--- src/rtl/clkgen_pkg.sv ---
package clkgen_pkg;

  typedef enum logic [1:0] {
    SRC_LSO  = 2'b00,
    SRC_MAIN = 2'b01,
    SRC_SUB  = 2'b10,
    SRC_RSV  = 2'b11
  } src_e;

  // configuration register, MSB first
  typedef struct packed {
    logic [1:0] pstop;
    logic       lso_off;
    logic [1:0] dsel;
    logic       dmode;
    src_e       src;
  } cfg_t;

  // power control register, MSB first
  typedef struct packed {
    logic keep;
    logic stop;
    logic wt;
  } pwr_t;

  localparam int CFG_W = $bits(cfg_t);
  localparam int PWR_W = $bits(pwr_t);

  // log2 of the CPU divide ratio
  function automatic logic [2:0] div_log(input logic dmode, input logic [1:0] dsel);
    if (dmode) return 3'd3;
    case (dsel)
      2'd0:    return 3'd0;
      2'd1:    return 3'd1;
      2'd2:    return 3'd2;
      default: return 3'd4;
    endcase
  endfunction

endpackage

--- src/rtl/clkgen_regs.sv ---
module clkgen_regs
  import clkgen_pkg::*;
#(
  parameter int DATA_W = 8
) (
  input  logic              clk,
  input  logic              rst,
  input  logic              wr_en,
  input  logic              wr_addr,
  input  logic [DATA_W-1:0] wr_data,
  input  logic              wake,
  output cfg_t              cfg_q,
  output logic              wt_q,
  output logic              stop_q,
  output logic              keep_q
);

  pwr_t wpwr;
  assign wpwr = pwr_t'(wr_data[PWR_W-1:0]);

  always_ff @(posedge clk) begin
    if (rst) begin
      cfg_q  <= '0;
      wt_q   <= 1'b0;
      stop_q <= 1'b0;
      keep_q <= 1'b0;
    end else begin
      if (wr_en && !wr_addr) cfg_q <= cfg_t'(wr_data[CFG_W-1:0]);
      if (wr_en && wr_addr) begin
        keep_q <= wpwr.keep;
        wt_q   <= wpwr.wt;
        stop_q <= wpwr.stop;
        // stop entry rewrites the divider to /8 unless told to keep it
        if (wpwr.stop && !wpwr.keep && !wake) cfg_q.dmode <= 1'b1;
      end
      if (wake) begin
        wt_q   <= 1'b0;
        stop_q <= 1'b0;
      end
    end
  end

endmodule

--- src/rtl/clkgen_cpu_div.sv ---
module clkgen_cpu_div
  import clkgen_pkg::*;
#(
  parameter int CNT_W = 4
) (
  input  logic       clk,
  input  logic       rst,
  input  src_e       cfg_src,
  input  logic       cfg_dmode,
  input  logic [1:0] cfg_dsel,
  input  logic       main_tick,
  input  logic       sub_tick,
  input  logic       lso_g,
  input  logic       halt,
  output logic       sys_tick,
  output logic [2:0] eff_log,
  output logic       cpu_en
);

  logic [CNT_W-1:0] cnt;
  logic [CNT_W-1:0] lim;
  src_e             act_src, eff_src;
  logic [2:0]       act_log;
  logic             at_start, last;

  // a new setting is only adopted while no period is in progress
  assign at_start = (cnt == '0);
  assign eff_src  = at_start ? cfg_src : act_src;
  assign eff_log  = at_start ? div_log(cfg_dmode, cfg_dsel) : act_log;

  always_comb begin
    case (eff_src)
      SRC_MAIN: sys_tick = main_tick;
      SRC_SUB:  sys_tick = sub_tick;
      default:  sys_tick = lso_g;
    endcase
  end

  assign lim  = (CNT_W'(1) << eff_log) - CNT_W'(1);
  assign last = (cnt == lim);

  always_ff @(posedge clk) begin
    if (rst) begin
      cnt     <= '0;
      act_src <= SRC_LSO;
      act_log <= 3'd0;
      cpu_en  <= 1'b0;
    end else begin
      act_src <= eff_src;
      act_log <= eff_log;
      cpu_en  <= sys_tick && !halt && last;
      if (halt)          cnt <= '0;
      else if (sys_tick) cnt <= last ? '0 : cnt + CNT_W'(1);
    end
  end

endmodule

--- src/rtl/clkgen_prescaler.sv ---
module clkgen_prescaler #(
  parameter int TOP_EXP  = 5,
  parameter int NUM_TAPS = 5
) (
  input  logic                clk,
  input  logic                rst,
  input  logic                sys_tick,
  input  logic                halt,
  output logic [NUM_TAPS-1:0] per_en
);

  localparam int PW = (TOP_EXP < 1) ? 1 : TOP_EXP;

  logic [PW-1:0] pcnt;

  always_ff @(posedge clk) begin
    if (rst)           pcnt <= '0;
    else if (halt)     pcnt <= '0;
    else if (sys_tick) pcnt <= pcnt + PW'(1);
  end

  for (genvar i = 0; i < NUM_TAPS; i++) begin : g_tap
    // taps divide by 2^i, the last one by 2^TOP_EXP
    localparam int EXP = (i < NUM_TAPS - 1) ? i : TOP_EXP;
    localparam logic [PW-1:0] MASK = PW'((64'd1 << EXP) - 64'd1);
    always_ff @(posedge clk) begin
      if (rst) per_en[i] <= 1'b0;
      else     per_en[i] <= sys_tick && !halt && ((pcnt & MASK) == MASK);
    end
  end

endmodule

--- src/rtl/clkgen_lso_div.sv ---
module clkgen_lso_div #(
  parameter int DIV = 128
) (
  input  logic clk,
  input  logic rst,
  input  logic lso_g,
  output logic lso_en
);

  localparam int LW = (DIV > 2) ? $clog2(DIV) : 1;
  localparam logic [LW-1:0] TOP = LW'(DIV - 1);

  logic [LW-1:0] lcnt;

  always_ff @(posedge clk) begin
    if (rst) begin
      lcnt   <= '0;
      lso_en <= 1'b0;
    end else begin
      lso_en <= lso_g && (lcnt == TOP);
      if (lso_g) lcnt <= (lcnt == TOP) ? '0 : lcnt + LW'(1);
    end
  end

endmodule

--- src/rtl/clkgen_ctrl.sv ---
module clkgen_ctrl
  import clkgen_pkg::*;
#(
  parameter int DATA_W    = 8,
  parameter int CPU_CNT_W = 4,
  parameter int PRE_EXP   = 5,
  parameter int PRE_TAPS  = 5,
  parameter int LSO_DIV   = 128
) (
  input  logic                clk,
  input  logic                rst,
  input  logic                main_tick,
  input  logic                sub_tick,
  input  logic                lso_tick,
  input  logic                wr_en,
  input  logic                wr_addr,
  input  logic [DATA_W-1:0]   wr_data,
  input  logic                wake,
  output logic                cpu_en,
  output logic [PRE_TAPS-1:0] per_en,
  output logic                lso128_en
);

  cfg_t       cfg_q;
  logic       wt_q, stop_q, keep_q;
  logic       lso_g, halt_cpu, halt_per, sys_tick;
  logic [2:0] eff_log;

  assign lso_g    = lso_tick && !cfg_q.lso_off;
  assign halt_cpu = wt_q || stop_q;
  assign halt_per = stop_q || (wt_q && (cfg_q.pstop != 2'b00));

  clkgen_regs #(.DATA_W(DATA_W)) u_regs (
    .clk(clk), .rst(rst), .wr_en(wr_en), .wr_addr(wr_addr), .wr_data(wr_data),
    .wake(wake), .cfg_q(cfg_q), .wt_q(wt_q), .stop_q(stop_q), .keep_q(keep_q)
  );

  clkgen_cpu_div #(.CNT_W(CPU_CNT_W)) u_cpu (
    .clk(clk), .rst(rst), .cfg_src(cfg_q.src), .cfg_dmode(cfg_q.dmode),
    .cfg_dsel(cfg_q.dsel), .main_tick(main_tick), .sub_tick(sub_tick),
    .lso_g(lso_g), .halt(halt_cpu), .sys_tick(sys_tick), .eff_log(eff_log),
    .cpu_en(cpu_en)
  );

  clkgen_prescaler #(.TOP_EXP(PRE_EXP), .NUM_TAPS(PRE_TAPS)) u_pre (
    .clk(clk), .rst(rst), .sys_tick(sys_tick), .halt(halt_per), .per_en(per_en)
  );

  clkgen_lso_div #(.DIV(LSO_DIV)) u_lso (
    .clk(clk), .rst(rst), .lso_g(lso_g), .lso_en(lso128_en)
  );

endmodule

--- config.mk ---
export PLATFORM = sky130hd
export DESIGN_NAME = clkgen_ctrl
export DESIGN_NICKNAME = d
export VERILOG_FILES = /design/src/rtl/clkgen_pkg.sv /design/src/rtl/clkgen_regs.sv /design/src/rtl/clkgen_cpu_div.sv /design/src/rtl/clkgen_prescaler.sv /design/src/rtl/clkgen_lso_div.sv /design/src/rtl/clkgen_ctrl.sv
export SDC_FILE = /design/constraint.sdc
export NUM_CORES = 1
export LEC_CHECK = 0
export BUFFER_PORTS_ARGS = -buffer_cell sky130_fd_sc_hd__buf_2
export CAP_MARGIN = 40
export CORE_MARGIN = 2
export CORE_UTILIZATION = 56
export DETAILED_ROUTE_END_ITERATION = 16
export PLACE_DENSITY_LB_ADDON = 0.15
export SLEW_MARGIN = 20
export SYNTH_ARGS = -nofsm -noshare
export SYNTH_HDL_FRONTEND = slang
export SYNTH_SLANG_ARGS = --single-unit
--- constraint.sdc ---
create_clock -name clk -period 4.9 [get_ports clk]
set_input_delay 0.245 -clock clk [delete_from_list [all_inputs] [get_ports clk]]
set_output_delay 0.245 -clock clk [all_outputs]
set_load 0.02 [all_outputs]
Yosys cells after proc, flatten, opt, wreduce, memory -nomap -nowiden --
Index checks and enable logic that the tools add are counted.
Cells by class: reductions and logical operators 28, shift-type cells 1, mux-type cells 12, add/subtract/negate cells 4, eq/ne operators 9
Operators by type and width (count):
- logical AND 1 bit | 14
- 2-to-1 mux 3 bit | 4
- case mux 3 bit (3 select lines) | 1
- adder 7 x 1 -> 7 bit (second input constant) | 1
- equality test 7 bit (second input constant) | 1
- 2-to-1 mux 7 bit | 1
- equality test 2 bit (second input constant) | 3
- zero test 1 bit | 6
- OR reduction 2 bit | 3
- adder 5 x 1 -> 5 bit (second input constant) | 1
- equality test 5 bit (second input constant) | 1
- adder 4 x 1 -> 4 bit (second input constant) | 1
- equality test 2 x 1 -> 1 bit (second input constant) | 2
- equality test 4 bit | 1
- zero test 4 bit | 1
- 2-to-1 mux 4 bit | 1
- << shifter 1 x 3 -> 4 bit (first input constant) | 1
- subtractor 4 x 2 -> 4 bit (second input constant) | 1
- equality test 3 bit (second input constant) | 1
- 2-to-1 mux 1 bit | 3
- zero test 2 bit | 1
- logical OR 1 bit | 2
- 2-to-1 mux 2 bit | 1
- case mux 1 bit (2 select lines) | 1
- nonzero test 2 bit | 1
Word-level totals: bits in registers 38, output and inout port bits 7, logic and storage cells 73

Depth between registers and ports, before layout --
depth in word-level cells 8, depth in mapped cells 11, gate-level depth less buffers 10

Modules after synthesis --
Synthesis repeated with hierarchy kept, for this count alone.
Unflattened totals: cell total of the unflattened synthesis 200, area, all modules 1861.8 um^2
Modules (own cells, without submodules):
- clkgen_cpu_div | times used 1, area each 711.9 um^2, cells each 81
- clkgen_regs | times used 1, area each 414.1 um^2, cells each 49
- clkgen_prescaler | times used 1, area each 391.6 um^2, cells each 33
- clkgen_lso_div | times used 1, area each 320.3 um^2, cells each 33
- clkgen_ctrl | times used 1, area each 23.8 um^2, cells each 4

Worst setup path after synthesis --
Ideal clock, no wire load.
kind flip-flop to flip-flop, start register u_cpu.cnt[0], end register u_cpu.cpu_en, path slack 2.102 ns, required time 4.783 ns, stages on the path, launching flop included 12, clock period less this slack 2.798 ns, data arrival time 2.681 ns, buffers on the path 1, cells stage by stage dfxtp_1 > inv_1 > ha_1 > or3b_1 > buf_6 > mux2i_1 > inv_1 > ha_1 > a221oi_1 > a21oi_2 > and3_1 > and4_2
On the way: cells in the longest elaborated chain, start to end 6, elaborated cells on any way between the ends 11, those cells by class add/sub (1); eq/ne (3); shift (1); mux (3); reduce/logical (3)
RTL lines:
- start, declared | RTL line clkgen_cpu_div.sv:20 | logic [CNT_W-1:0] cnt;
- start signal, assigned | RTL line clkgen_cpu_div.sv:53 | else if (sys_tick) cnt <= last ? '0 : cnt + CNT_W'(1);
- zero test 4 bit * | RTL line clkgen_cpu_div.sv:27 | assign at_start = (cnt == '0);
- 2-to-1 mux 2 bit * | RTL line clkgen_cpu_div.sv:28 | assign eff_src = at_start ? cfg_src : act_src;
- via u_cpu.eff_src[1] | RTL line clkgen_cpu_div.sv:22 | src_e act_src, eff_src;
- equality test 2 bit or equality test 2 x 1 -> 1 bit (tied branches) | RTL line clkgen_cpu_div.sv:32 | case (eff_src)
- case mux 1 bit (2 select lines) * | RTL line clkgen_cpu_div.sv:32
- logical AND 1 bit * (2 in a row) | RTL line clkgen_cpu_div.sv:51 | cpu_en <= sys_tick && !halt && last;
- end signal, assigned | RTL line clkgen_cpu_div.sv:51
- end, declared | RTL line clkgen_cpu_div.sv:17 | output logic cpu_en
Mark *: on every way through the listed nets, which the timed path passes. The rest lies on a longest branch. A chain may end at the register's enable or synchronous reset.

Worst setup path after layout --
start register u_cpu.cnt[0], end register u_cpu.cnt[1]
On the way: elaborated cells on any way between the ends 11, those cells by class add/sub (2); eq/ne (3); shift (1); mux (4); reduce/logical (1)
RTL lines (RTL line):
- zero test 4 bit * | clkgen_cpu_div.sv:27
- 2-to-1 mux 2 bit * | clkgen_cpu_div.sv:28
- via u_cpu.eff_src[1] | clkgen_cpu_div.sv:22
- equality test 2 bit or equality test 2 x 1 -> 1 bit (tied branches) | clkgen_cpu_div.sv:32
- case mux 1 bit (2 select lines) * | clkgen_cpu_div.sv:32
Marks and branches as above.

==> flow_summary_export.csv <==
group,metric,value,unit
logic_synthesis,synth_seq_cells,38,
clocking,cts_sinks,38,
logic_synthesis,synth_fa_ha_area_frac,0.0634,
cells_and_area,multi_input_area,947,um2
timing,setup_ws,1.68,ns
logic_synthesis,synthMuxAreaShare,0.0634,
clocking,cts_root_buf,"clkbuf_4",
die,dieArea,0.00364,mm2
routing,vias_per_cell,5.39,
logic_synthesis,synth.net_count,220,
logic_synthesis,synth-simple-area-share,0.235,
worst_setup_path,cp_max_fo,8,
global_routing,grt_pass1_vias,1295,
cells_and_area,drive_above_1_share,0.161,
global_routing,grt_max_degree,27,
routing,ant_nets,0,
die,num_rows,20,
worst_setup_path,cp_slowest_stage_delay,0.52,ns
logic_synthesis,synth_compound_area_frac,0.108,
placed_design,gp_congestion,0.794,
timing,worst_pin_slew,0.589,ns
power_and_ir_drop,p_leak,0.822,nW
timing,tns,0,ns
logic_synthesis,netlist.area_leader.share,0.428,
worst_setup_path,cp.arrival,3.46,ns
worst_setup_path,crit_slowest_cell,"or3b_1",
logic_synthesis,synth_warnings,0,
routing,routedWlPerCell,12.5,um
clocking,clkTransAtPathRegs,0.11,ns
routing,drtPass1Iterations,4,
timing,relSlewSlack,0.607,
cells_and_area,nets,242,
placed_design,portBuffers,22,
worst_setup_path,start_kind,"register",
placed_design,post-dp-hpwl,2450,um
hold_path,hold_class,"in2reg",
die,io-pin-count,23,
logic_synthesis,ys_seq_area_frac,0.428,
worst_setup_path,crit_path_end_kind,"register",
worst_setup_path,crit_required,5.14,ns
routing,drtIter0Drc,65,
clocking,clockBufferDepth,2,
routing,wl_met3,189,um
clocking,ctsResizeCount,0,
logic_synthesis,syn_area,0.00178,mm2
clocking,cts_tree,"built",
timing,finalCriticalPeriod,3.22,ns
timing,fin_crit_sh,0.656,
global_routing,grt.total_usage,0.205,
cells_and_area,regArea,761,um2
cells_and_area,area_growth,10.4,%
logic_synthesis,yosys.area.top_type,"dfxtp_1",
die,die_h,60.3,um
timing,hold_viol_final,0,
clocking,clk-insertion-delay-late,0.34,ns
logic_synthesis,synth_top_family_by_area,"simple AND/OR/NAND/NOR gates",
clocking,hold_buffers,0,
placed_design,pre_cts_ws,1.69,ns
clocking,cts_setup_buffers,0,
clocking,h-tree-depth,2,
worst_setup_path,cp_cell_sequence,"inv_1, ha_1, or3b_1, mux2i_1, inv_1, ha_1, a221oi_1, a21oi_2, and3_1, a311oi_1",
logic_synthesis,synthXorXnorAreaFrac,0.0641,
routing,num_vias,1411,
job,cap_viol_max_count,0,
global_routing,antenna_found_initial,0,
logic_synthesis,yosys-top-cells-area,"dfxtp_1 43%, ha_1 6.3%, mux2i_1 5.1%",
worst_setup_path,crit_type,"reg2reg",
die,start_util,0.586,
global_routing,grt-ovfl-total,0,
timing,skew,0.0110,ns
routing,routed-wl-met2,1540,um
timing,fmax,0.311,GHz
logic_synthesis,synth_cells,195,
clocking,numCtsBuffers,5,
timing,rsz0062_at_grt,"false",
routing,highest_layer,"met4",
power_and_ir_drop,ir_worst_vdd,0.000233,V
global_routing,grt_pass1_wl,5550,um
logic_synthesis,synth_area_per_cell,9.10,um2
routing,wl_met1,1490,um
cells_and_area,num_antenna_cells,0,
timing,slew_viol_final,0,
power_and_ir_drop,p_per_area,407,mW/mm2
timing,setup_viol,0,
die,die_w,60.3,um
cells_and_area,final_util,0.647,
logic_synthesis,synth_cell_types,37,
cells_and_area,fillers,247,
routing,wirelength,3270,um
status,status,"completed",
die,core,0.00303,mm2
routing,drc_errors,0,
## cells by family after synthesis
family,Yosys count
DFF,38
muxes,10
adders and majority gates,9
AOI/OAI and AO/OA,30
xor gates and xnor gates,13
and+or+nand+nor,81
buffers and inverters,14
## synth_stat cells
cell type / number
a211oi_1: 3
a21oi_1: 13
a21oi_2: 1
a221oi_1: 1
a311oi_1: 5
a31oi_1: 1
and2_1: 4
and2b_2: 1
and3_1: 3
and3b_1: 1
and4_2: 1
buf_6: 2
clkbuf_1: 5
dfxtp_1: 38
ha_1: 9
inv_1: 7
mux2i_1: 9
mux2i_4: 1
nand2_1: 24
nand2b_1: 3
nand3_1: 4
nand4_1: 2
nor2_1: 13
nor2b_1: 4
nor3_1: 12
nor3b_1: 2
nor3b_2: 1
nor4_1: 1
nor4b_1: 1
o211ai_1: 1
o21ai_0: 4
o221ai_1: 1
or2_2: 1
or3_1: 2
or3b_1: 1
xnor2_1: 9
xor2_1: 4
## flip-flops by register name, indices dropped and copies added, names as in the netlist, 2 cells and up
register	flops
u_cpu.act_log	3
u_lso.lcnt	7
u_regs.cfg_q	8
u_cpu.cnt	4
u_pre.pcnt	5
u_cpu.act_src	2
u_pre.per_en	5
## final timing paths
kind,startpoint,endpoint,slack [ns],depth (start not counted)
setup reg to reg,u_cpu.cnt[0],u_cpu.cnt[1],1.68,10
hold reg to reg,u_regs.cfg_q[7],u_regs.cfg_q[7],0.46,2
setup / recovery,u_cpu.cnt[0],u_cpu.cnt[1],1.68,10
hold / removal,wake,u_regs.wt_q,0.09,2
## metal layers
metal  up-vias  global-route usage
met5         -                   0
met1       649               0.249
met3         6              0.0628
li1        722                   -
met2        34               0.346
met4         0              0.0667
## report_power, final
group	total (mW)	switching [mW]	internal, mW
clock network	0.167	0.0972	0.0696
registers	0.367	0.0288	0.339
logic	0.262	0.147	0.115
## final cells by class
| class | instances | share of cell area |
|---|---|---|
| clock buffer | 7 | 0.0281 |
| clock inverter | 1 | 0.00255 |
| inverter | 7 | 0.0134 |
| multi-input combinational | 143 | 0.483 |
| sequential | 38 | 0.388 |
| tap | 44 | 0.0281 |
| timing repair buffer | 22 | 0.0562 |
## cell usage in the layout, fill, tap and decap left out
cell / n
nor2b_1: 4
a221oi_1: 1
mux2i_1: 9
nor3b_1: 2
clkbuf_1: 1
clkbuf_4: 5
nand2b_1: 3
inv_1: 7
buf_2: 22
clkinv_2: 1
a311oi_1: 5
and3b_1: 1
o221ai_1: 1
clkbuf_8: 1
and3_1: 3
xor2_1: 4
nand2_1: 24
or2_2: 1
o211ai_1: 1
a211oi_1: 3
o21ai_0: 4
nor3b_2: 1
or3_1: 2
and4_2: 1
nand3_1: 4
nor2_1: 13
nor4_1: 1
nor3_1: 12
dfxtp_1: 38
mux2i_4: 1
ha_1: 9
a31oi_1: 1
or3b_1: 1
a21oi_1: 13
and2b_2: 1
nor4b_1: 1
xnor2_1: 9
and2_1: 4
nand4_1: 2
a21oi_2: 1
## worst max-delay path, delay by kind of cell, from the launching register on
| family | cells | cell delay (ns) |
|---|---|---|
| muxes | 1 | 0.31 |
| adders and majority gates | 2 | 0.53 |
| AOI/OAI and AO/OA | 3 | 0.95 |
| buffers and inverters | 2 | 0.16 |
| DFF | 1 | 0.38 |
| and+or+nand+nor | 2 | 0.80 |
## metrics by stage
stage	std cells	instance area [um2]	hold WS [ns]	power [mW]
after floorplan	195	1780	0.324	0.589
after global placement	254	1900	0.440	0.618
after detailed placement	254	1900	0.447	0.636
after CTS	262	1960	0.0718	0.802
after global routing	262	1960	0.0742	0.850
final	262	1960	0.0850	0.797
(Power assumes the default switching activity.)
